`config.mk`:
```
export PLATFORM = sky130hd
export DESIGN_NAME = seg_dash_anim
export DESIGN_NICKNAME = d
export VERILOG_FILES = /design/src/rtl/dash_pkg.sv /design/src/rtl/dash_step_ctr.sv /design/src/rtl/dash_pos_decode.sv /design/src/rtl/seg_dash_anim.sv
export SDC_FILE = /design/constraint.sdc
export NUM_CORES = 1
export LEC_CHECK = 0
export ABC_AREA = 1
export CAP_MARGIN = 20
export CORE_AREA = 3 3 40 42
export DETAILED_ROUTE_END_ITERATION = 7
export DIE_AREA = 0 0 43 45
export DONT_BUFFER_PORTS = 1
export PLACE_DENSITY = 0.3
export SYNTH_ARGS = -nofsm -noshare
export SYNTH_HDL_FRONTEND = slang
export SYNTH_HIERARCHICAL = 1
export SYNTH_SLANG_ARGS = --single-unit
```
`constraint.sdc`:
```
create_clock -name clk -period 1.05 [get_ports clk]
set_clock_uncertainty 0.05 [all_clocks]
set_input_delay 0.21 -clock clk [delete_from_list [all_inputs] [get_ports clk]]
set_output_delay 0.21 -clock clk [all_outputs]
set_load 0.01 [all_outputs]
```
`src/rtl/dash_pkg.sv`:
```
package dash_pkg;

   typedef enum logic {
      PASS_UPPER = 1'b0,
      PASS_LOWER = 1'b1
   } dash_pass_e;

   // number of bits needed to index the 2*n positions of the loop
   function automatic int pos_bits(input int n);
      return (2 * n <= 2) ? 1 : $clog2(2 * n);
   endfunction

endpackage

```
`src/rtl/dash_step_ctr.sv`:
```
module dash_step_ctr #(
   parameter int NUM_DIGITS = 4,
   parameter int POS_W      = dash_pkg::pos_bits(NUM_DIGITS)
) (
   input  logic             clk,
   input  logic             rst,
   input  logic             step,
   output logic [POS_W-1:0] pos
);
   localparam int               NUM_POS  = 2 * NUM_DIGITS;
   localparam logic [POS_W-1:0] LAST_POS = POS_W'(NUM_POS - 1);

   if ((1 << POS_W) < NUM_POS) begin : g_bad_width
      $error("dash_step_ctr: POS_W too narrow for the position count");
   end

   logic [POS_W-1:0] pos_nxt;

   always_comb begin
      pos_nxt = pos;
      if (step) begin
         if (pos == LAST_POS) pos_nxt = '0;
         else                 pos_nxt = pos + POS_W'(1);
      end
   end

   always_ff @(posedge clk) begin
      if (rst) pos <= '0;
      else     pos <= pos_nxt;
   end

   // no strobe, no movement
   assert_hold_R2: assert property (@(posedge clk) disable iff (rst)
      !step |=> $stable(pos));

   // a strobe moves one place forward
   assert_advance_R2: assert property (@(posedge clk) disable iff (rst)
      (step && pos != LAST_POS) |=> (pos == $past(pos) + POS_W'(1)));

   // loop closes after the last position
   assert_wrap_R5: assert property (@(posedge clk) disable iff (rst)
      (step && pos == LAST_POS) |=> (pos == '0));

   assert_range_R5: assert property (@(posedge clk) disable iff (rst)
      pos <= LAST_POS);

endmodule

```
`src/rtl/dash_pos_decode.sv`:
```
module dash_pos_decode
   import dash_pkg::*;
#(
   parameter int NUM_DIGITS = 4,
   parameter int POS_W      = dash_pkg::pos_bits(NUM_DIGITS)
) (
   input  logic [POS_W-1:0]      pos,
   output logic [NUM_DIGITS-1:0] digit_n,
   output dash_pass_e            pass
);
   localparam int NUM_POS = 2 * NUM_DIGITS;

   assign pass = (pos >= POS_W'(NUM_DIGITS)) ? PASS_LOWER : PASS_UPPER;

   for (genvar d = 0; d < NUM_DIGITS; d++) begin : g_dig
      // upper pass walks digits upward, lower pass walks them back down
      localparam logic [POS_W-1:0] UP_POS = POS_W'(d);
      localparam logic [POS_W-1:0] LO_POS = POS_W'(NUM_POS - 1 - d);
      assign digit_n[d] = !((pos == UP_POS) || (pos == LO_POS));
   end

endmodule

```
`src/rtl/seg_dash_anim.sv`:
```
module seg_dash_anim
   import dash_pkg::*;
#(
   parameter int NUM_DIGITS = 4,
   parameter int SEG_W      = 7,
   parameter int UPPER_BIT  = 6,
   parameter int LOWER_BIT  = 3
) (
   input  logic                  clk,
   input  logic                  rst,
   input  logic                  step,
   output logic [NUM_DIGITS-1:0] digit_n,
   output logic [SEG_W-1:0]      seg_n
);
   localparam int POS_W = pos_bits(NUM_DIGITS);
   localparam logic [SEG_W-1:0] UPPER_CODE = ~(SEG_W'(1) << UPPER_BIT);
   localparam logic [SEG_W-1:0] LOWER_CODE = ~(SEG_W'(1) << LOWER_BIT);

   if (NUM_DIGITS < 2) begin : g_bad_digits
      $error("seg_dash_anim: at least two digits required");
   end
   if (UPPER_BIT >= SEG_W || LOWER_BIT >= SEG_W) begin : g_bad_bits
      $error("seg_dash_anim: segment bit outside the bus");
   end
   if (UPPER_BIT == LOWER_BIT) begin : g_same_bits
      $error("seg_dash_anim: upper and lower segment bits must differ");
   end

   logic [POS_W-1:0] pos;
   dash_pass_e       pass;

   dash_step_ctr #(.NUM_DIGITS(NUM_DIGITS), .POS_W(POS_W)) u_ctr (
      .clk  (clk),
      .rst  (rst),
      .step (step),
      .pos  (pos)
   );

   dash_pos_decode #(.NUM_DIGITS(NUM_DIGITS), .POS_W(POS_W)) u_dec (
      .pos     (pos),
      .digit_n (digit_n),
      .pass    (pass)
   );

   for (genvar b = 0; b < SEG_W; b++) begin : g_seg
      if (b == UPPER_BIT) begin : g_up
         assign seg_n[b] = (pass != PASS_UPPER);
      end else if (b == LOWER_BIT) begin : g_lo
         assign seg_n[b] = (pass != PASS_LOWER);
      end else begin : g_off
         assign seg_n[b] = 1'b1;
      end
   end

   // exactly one digit enabled
   assert_one_digit_R6: assert property (@(posedge clk) disable iff (rst)
      $countones(~digit_n) == 1);

   // only the two legal segment codes
   assert_seg_code_R7: assert property (@(posedge clk) disable iff (rst)
      (seg_n == UPPER_CODE) || (seg_n == LOWER_CODE));

   // upper pass steps one digit left
   assert_upper_walk_R3: assert property (@(posedge clk) disable iff (rst)
      (step && seg_n == UPPER_CODE && digit_n[NUM_DIGITS-1])
      |=> (seg_n == UPPER_CODE) &&
          (digit_n == {$past(digit_n[NUM_DIGITS-2:0]), 1'b1}));

   // turn at the left end, then walk right on the lower segments
   assert_turn_R4: assert property (@(posedge clk) disable iff (rst)
      (step && seg_n == UPPER_CODE && !digit_n[NUM_DIGITS-1])
      |=> (seg_n == LOWER_CODE) && $stable(digit_n));

   assert_lower_walk_R4: assert property (@(posedge clk) disable iff (rst)
      (step && seg_n == LOWER_CODE && digit_n[0])
      |=> (seg_n == LOWER_CODE) &&
          (digit_n == {1'b1, $past(digit_n[NUM_DIGITS-1:1])}));

   // lower segment of digit 0 returns to the start
   assert_loop_R5: assert property (@(posedge clk) disable iff (rst)
      (step && seg_n == LOWER_CODE && !digit_n[0])
      |=> (seg_n == UPPER_CODE) && $stable(digit_n));

endmodule

```
==> run_results.csv, run 1 <==
group,metric,value,unit
sta,setup_ws,-0.143,ns
global_routing,antenna_found_initial,0,
layout,regMostFlops,"u_ctr/pos",
drt,vias,280,
yosys,netlist_area,265,µm²
critical_path,cp_num_buf_inv,2,
pwr,irDropWorstVdd,0.506,mV
critical_path,critPathMaxStageDelay,0.35,ns
layout,final_layout_size_suffix_gt1_frac,0.611,
global_routing,grt_pass1_vias,278,
floorplanning,fp.dieW,43,µm
sta,setup_viol,7,
layout,antennaDiodeCount,0,
sta,rsz0062_at_grt,"yes",
placement,gp_congestion,0.644,
floorplanning,num_io_pins,14,
layout,final_cells,69,
placement,dp.cells,62,
layout,nNetsFinal,60,
run_status,violations,"negative setup slack",
clock_network,cts_root_buf,"clkbuf_4",
global_routing,grt_max_degree,8,
sta,fin_crit,1.19,ns
placement,port_buffers,0,
yosys,synth_cell_types,12,
floorplanning,rows,13,
layout,largest_reg_flops,3,
critical_path,reg2reg_from,"u_ctr/pos[1]",
critical_path,crit_chain,"buf_6 > inv_2 > nand2_2 > nand2_2 > nand2_2",
min_path,hold_class,"input pin to flip-flop",
critical_path,crit_path_end_kind,"primary output",
run_status,status,"complete, but fails checks",
drt,via_per_inst,4.06,
yosys,ys_ff_latch,3,
clock_network,cts.htree.levels,1,
layout,layout_common_cells,"10 x nand2_2, 6 x nand2_1, 5 x conb_1",
floorplanning,start_util,0.206,
sta,fmax,838,MHz
critical_path,required,0.79,ns
critical_path,critPathKind,"flip-flop to primary output",
sta,hold_violations,0,
yosys,yosys_warnings,6,
critical_path,critPathMaxFanout,5,
clock_network,cts_buffer_depth,2,
critical_path,crit_top_cell,"nand2_2",
pwr,power_density,1130,nW/µm²
clock_network,clock_latency,0.23,ns
run,cap_viol_max_count,0,
sta,period_share,1.14,
global_routing,grt_pass1_wl,1.02,mm
drt,routedWlPerCell,10.4,µm
yosys,yosysSeqAreaShare,0.226,
global_routing,track_usage,0.0765,
clock_network,clk_pin_slew,0.04,ns
drt,first_pass_iters,2,
pwr,power_leakage,0.200,nW
floorplanning,die_h,45,µm
drt,totalWireLength,720,µm
clock_network,cts.sinks,3,
critical_path,critPathLaunch,"u_ctr/pos[0]",
floorplanning,die_area,1940,µm²
drt,drt_iter0_markers,1,
yosys,synthCells,45,
critical_path,cp_top_family,"flip-flops",
pwr,p_total,0.000510,W
floorplanning,fp.coreArea,1280,µm²
drt,drc,0,
critical_path,slowest_stage,"dfxtp_4",
clock_network,cts_tree,"done",
sta,maxSlewViolCount,0,
layout,synthToLayoutAreaGrowth,69.8,%
clock_network,numCtsBuffers,3,
critical_path,worstPathArrival,0.93,ns
layout,final_common_cell,"nand2_2",
layout,top_regs,"u_ctr/pos: 3 flops",
global_routing,grt_overflow,0,
placement,dpl.hpwl,506,µm
yosys,syn_avg_cell_area,5.89,µm²
drt,ant_nets,0,
min_path,hold_start,"step",
critical_path,cp-start-kind,"flip-flop",
[per-layer routing]
metal / GRT usage / share of wire / vias to the layer above
li1: - / - / 140
met1: 0.0456 / 0.30 / 124
met2: 0.168 / 0.58 / 14
met3: 0.0199 / 0.096 / 2
met4: 0.0723 / 0.022 / 0
met5: 0 / 0 / -
[area by class of cell]
type	instances	area (µm²)
Fill cell	149	835
Multi-Input combinational cell	32	215
Timing Repair Buffer	8	90.1
Sequential cell	3	68.8
Inverter	7	31.3
Clock buffer	4	26.3
Tap cell	15	18.8
[power by group]
part | total [W] | leakage (nW) | internal [W] | switching (W)
combinational | 0.000175 | 0.159 | 0.0000811 | 0.0000936
clock | 0.000202 | 0.0150 | 0.000142 | 0.0000600
sequential | 0.000133 | 0.0264 | 0.000123 | 0.0000102
total | 0.000510 | 0.200 | 0.000347 | 0.000164
[path summary, 6_finish.rpt]
path                                     end  slack, ns  cells after the start
worst max-delay path              digit_n[1]      -0.14                      5
worst min-delay path            u_ctr/pos[1]       0.07                      2
worst max register to register  u_ctr/pos[1]      -0.11                      6
worst min register to register  u_ctr/pos[1]       0.59                      3
[logic make-up (layout without fill, tap and decap cells)]
group	after synthesis	after routing	synth area share
compound gates	5	5	0.0943
buf+inv	14	19	0.283
fa+ha+maj	2	2	0.0943
other cells	1	5	0.0141
simple gates	20	20	0.288
flops	3	3	0.226
[Yosys cell counts]
library cell	n	area (µm²)
nand2_1	16	60.1
buf_4	6	45.0
inv_1	6	22.5
dfxtp_1	3	60.1
nor2_1	3	11.3
o21ai_0	3	15.0
a21oi_1	2	10.0
ha_1	2	25.0
clkbuf_1	1	3.75
conb_1	1	3.75
inv_2	1	3.75
nand3_1	1	5.00
[stage by stage]
stage / hold WS (ns) / util / cell area [µm²] / TNS (ns) / worst slack (ns)
CTS: 0.0811 / 0.330 / 424 / -0.825 / -0.151
global placement: 0.233 / 0.238 / 305 / -0.0234 / -0.0136
detailed placement: 0.231 / 0.238 / 305 / -0.0526 / -0.0226
global route: 0.0745 / 0.351 / 450 / -1.06 / -0.176
floorplan: 0.222 / - / 298 / 0 / 0.0142
finish: 0.0707 / 0.351 / 450 / -0.808 / -0.143
[timing repair]
action                                 4_1_cts  5_1_grt
pin swaps                                    6        8
resized for setup                           20        9
buffers inserted                             2        0
setup endpoints to repair                    8        8
hold buffers                                 1        0
endpoints found under the hold margin        1        0
(Power assumes the default switching activity.)
==> run 2: changes to the inputs <==
PLACE_DENSITY = 0.31   (was 0.3)
SYNTH_HIERARCHICAL = not set   (was 1)
clock period = 1.2 ns   (was 1.05 ns; I/O delays follow)
==> run_results.csv, run 2 <==
group,metric,value,unit
drt,routedWlPerCell,8.76,µm
layout,final_core_util,0.291,
floorplanning,fp.coreArea,1280,µm²
drt,ant_nets,0,
drt,via_per_inst,3.87,
drt,first_pass_iters,2,
global_routing,grt_max_degree,9,
critical_path,slowest_stage,"dfxtp_4",
yosys,synth_cell_types,15,
yosys,synth_edf_count,0,
floorplanning,start_util,0.226,
critical_path,reg2reg_from,"u_ctr.pos[0]",
clock_network,cts_root_buf,"clkbuf_4",
clock_network,clk_pin_slew,0.04,ns
drt,vias,244,
yosys,synth_most_common_cell,"nand2_1",
critical_path,critPathKind,"flip-flop to primary output",
sta,period_share,1.14,
sta,whs,0.0200,ns
layout,layout_common_cells,"8 x nand2_1, 5 x conb_1, 5 x buf_4",
global_routing,track_usage,0.0682,
pwr,power_density,1070,nW/µm²
pwr,irDropWorstVdd,0.556,mV
sta,rsz0062_at_grt,"yes",
critical_path,cp_num_buf_inv,3,
pwr,power_leakage,0.179,nW
critical_path,crit_path_end_kind,"primary output",
layout,top_regs,"u_ctr.pos: 3 flops",
floorplanning,die_area,1940,µm²
clock_network,cts_tree,"done",
clock_network,clock_latency,0.23,ns
drt,totalWireLength,552,µm
run_status,violations,"negative setup slack",
layout,regMostFlops,"u_ctr.pos",
drt,drt_iter0_markers,2,
sta,fin_crit,1.36,ns
yosys,ys_ff_latch,3,
layout,final_cells,63,
min_path,hold_class,"input pin to flip-flop",
sta,setup_ws,-0.162,ns
critical_path,worstPathArrival,1.07,ns
drt,drc,0,
layout,final_layout_size_suffix_gt1_frac,0.458,
yosys,synth.area.top_cells,"ha_1 22%, dfxtp_1 21%, buf_4 16%, nand2_1 10%, inv_1 6.5%",
yosys,yosysTopAreaCell,"ha_1",
layout,final_common_cell,"nand2_1",
layout,synthToLayoutAreaGrowth,28.9,%
global_routing,grt_pass1_wl,959,µm
yosys,yosys_warnings,0,
yosys,syn_avg_cell_area,6.91,µm²
clock_network,cts_buffer_depth,2,
yosys,netlist_area,290,µm²
run_status,status,"complete, but fails checks",
critical_path,critPathLaunch,"u_ctr.pos[0]",
critical_path,cp-start-kind,"flip-flop",
global_routing,grt_overflow,0,
layout,largest_reg_flops,3,
placement,port_buffers,0,
pwr,p_total,0.000401,W
sta,fmax,734,MHz
clock_network,cts.sinks,3,
yosys,synth_top_area_share,0.216,
floorplanning,num_io_pins,14,
floorplanning,die_h,45,µm
yosys,ys.flop_type,"dfxtp_1",
placement,gp_congestion,0.670,
global_routing,antenna_found_initial,0,
floorplanning,fp.dieW,43,µm
clock_network,cts.htree.levels,1,
global_routing,grt_pass1_vias,244,
clock_network,numCtsBuffers,3,
min_path,hold_start,"rst",
placement,dpl.hpwl,413,µm
critical_path,critPathMaxFanout,4,
yosys,synth_commonest_cells,"8 x nand2_1, 6 x buf_4, 5 x ha_1, 5 x inv_1, 3 x dfxtp_1",
run,cap_viol_max_count,0,
sta,setup_viol,4,
floorplanning,rows,13,
yosys,synthCells,42,
layout,fill_cells,143,
yosys,async_flop_share,0,
critical_path,required,0.91,ns
critical_path,critPathMaxStageDelay,0.36,ns
layout,antennaDiodeCount,0,
sta,maxSlewViolCount,0,
placement,dp.cells,57,
critical_path,crit_chain,"inv_4 > ha_4 > inv_2 > nand2_1 > o21ai_1 > buf_4",
critical_path,cp_top_family,"flip-flops",
yosys,yosysSeqAreaShare,0.207,
sta,hold_violations,0,
layout,nNetsFinal,57,
## run 2: through the flow
step / TNS [ns] / instance area [µm²] / setup WS, ns
2_1_floorplan: 0 / 305 / 0.0270
3_3_place_gp: -0.0349 / 298 / -0.0349
3_5_place_dp: -0.0890 / 298 / -0.0695
4_1_cts: -0.511 / 367 / -0.173
5_1_grt: -0.661 / 374 / -0.209
6_report: -0.440 / 374 / -0.162
## run 2: power by group
group          internal, W  switching [W]
logic            0.0000454      0.0000583
registers         0.000108      0.0000146
clock network     0.000125      0.0000508
## run 2: final cells by class
class | count | area (µm²) | share of cell area
Multi-Input combinational cell | 28 | 190 | 0.508
Inverter | 8 | 32.5 | 0.0870
Sequential cell | 3 | 68.8 | 0.184
Timing Repair Buffer | 5 | 37.5 | 0.100
Tap cell | 15 | 18.8 | 0.0502
Clock buffer | 4 | 26.3 | 0.0702
## run 2: cell families (layout without fill, tap and decap cells)
| kind of cell | Yosys count | after routing | share of synthesized area |
|---|---|---|---|
| buf+inv | 15 | 17 | 0.272 |
| compound gates | 7 | 7 | 0.147 |
| fa+ha+maj | 5 | 5 | 0.216 |
| simple gates | 11 | 11 | 0.147 |
| other cells | 1 | 5 | 0.0129 |
| flops | 3 | 3 | 0.207 |
## run 2: worst reg2reg max path, stage by stage (launching register included)
cell     delay (ns)
dfxtp_4        0.35
ha_2           0.19
ha_1           0.26
nor2_1         0.10
nor2_1         0.05
## run 2: path summary, 6_finish.rpt
path                                endpoint  slack [ns]  cells past startpoint
worst max register to register  u_ctr.pos[2]        0.09                      4
worst min register to register  u_ctr.pos[1]        0.47                      2
worst max-delay path              digit_n[1]       -0.16                      6
worst min-delay path            u_ctr.pos[1]        0.02                      1
## run 2: timing repair
item / CTS / global route
pin swaps: 4 / 0
hold buffers: 0 / 0
setup buffers: 1 / 1
gates resized for setup: 15 / 0
setup endpoints to repair: 5 / 4
## run 2: layer usage
layer  vias up  global-route usage  wire (µm)  share of wire
met5         -                   0          0              0
met4         0              0.0542          0              0
met3         0              0.0359        100           0.18
met2        14               0.102        257           0.47
met1       102              0.0721        194           0.35
li1        128                   -          -              -
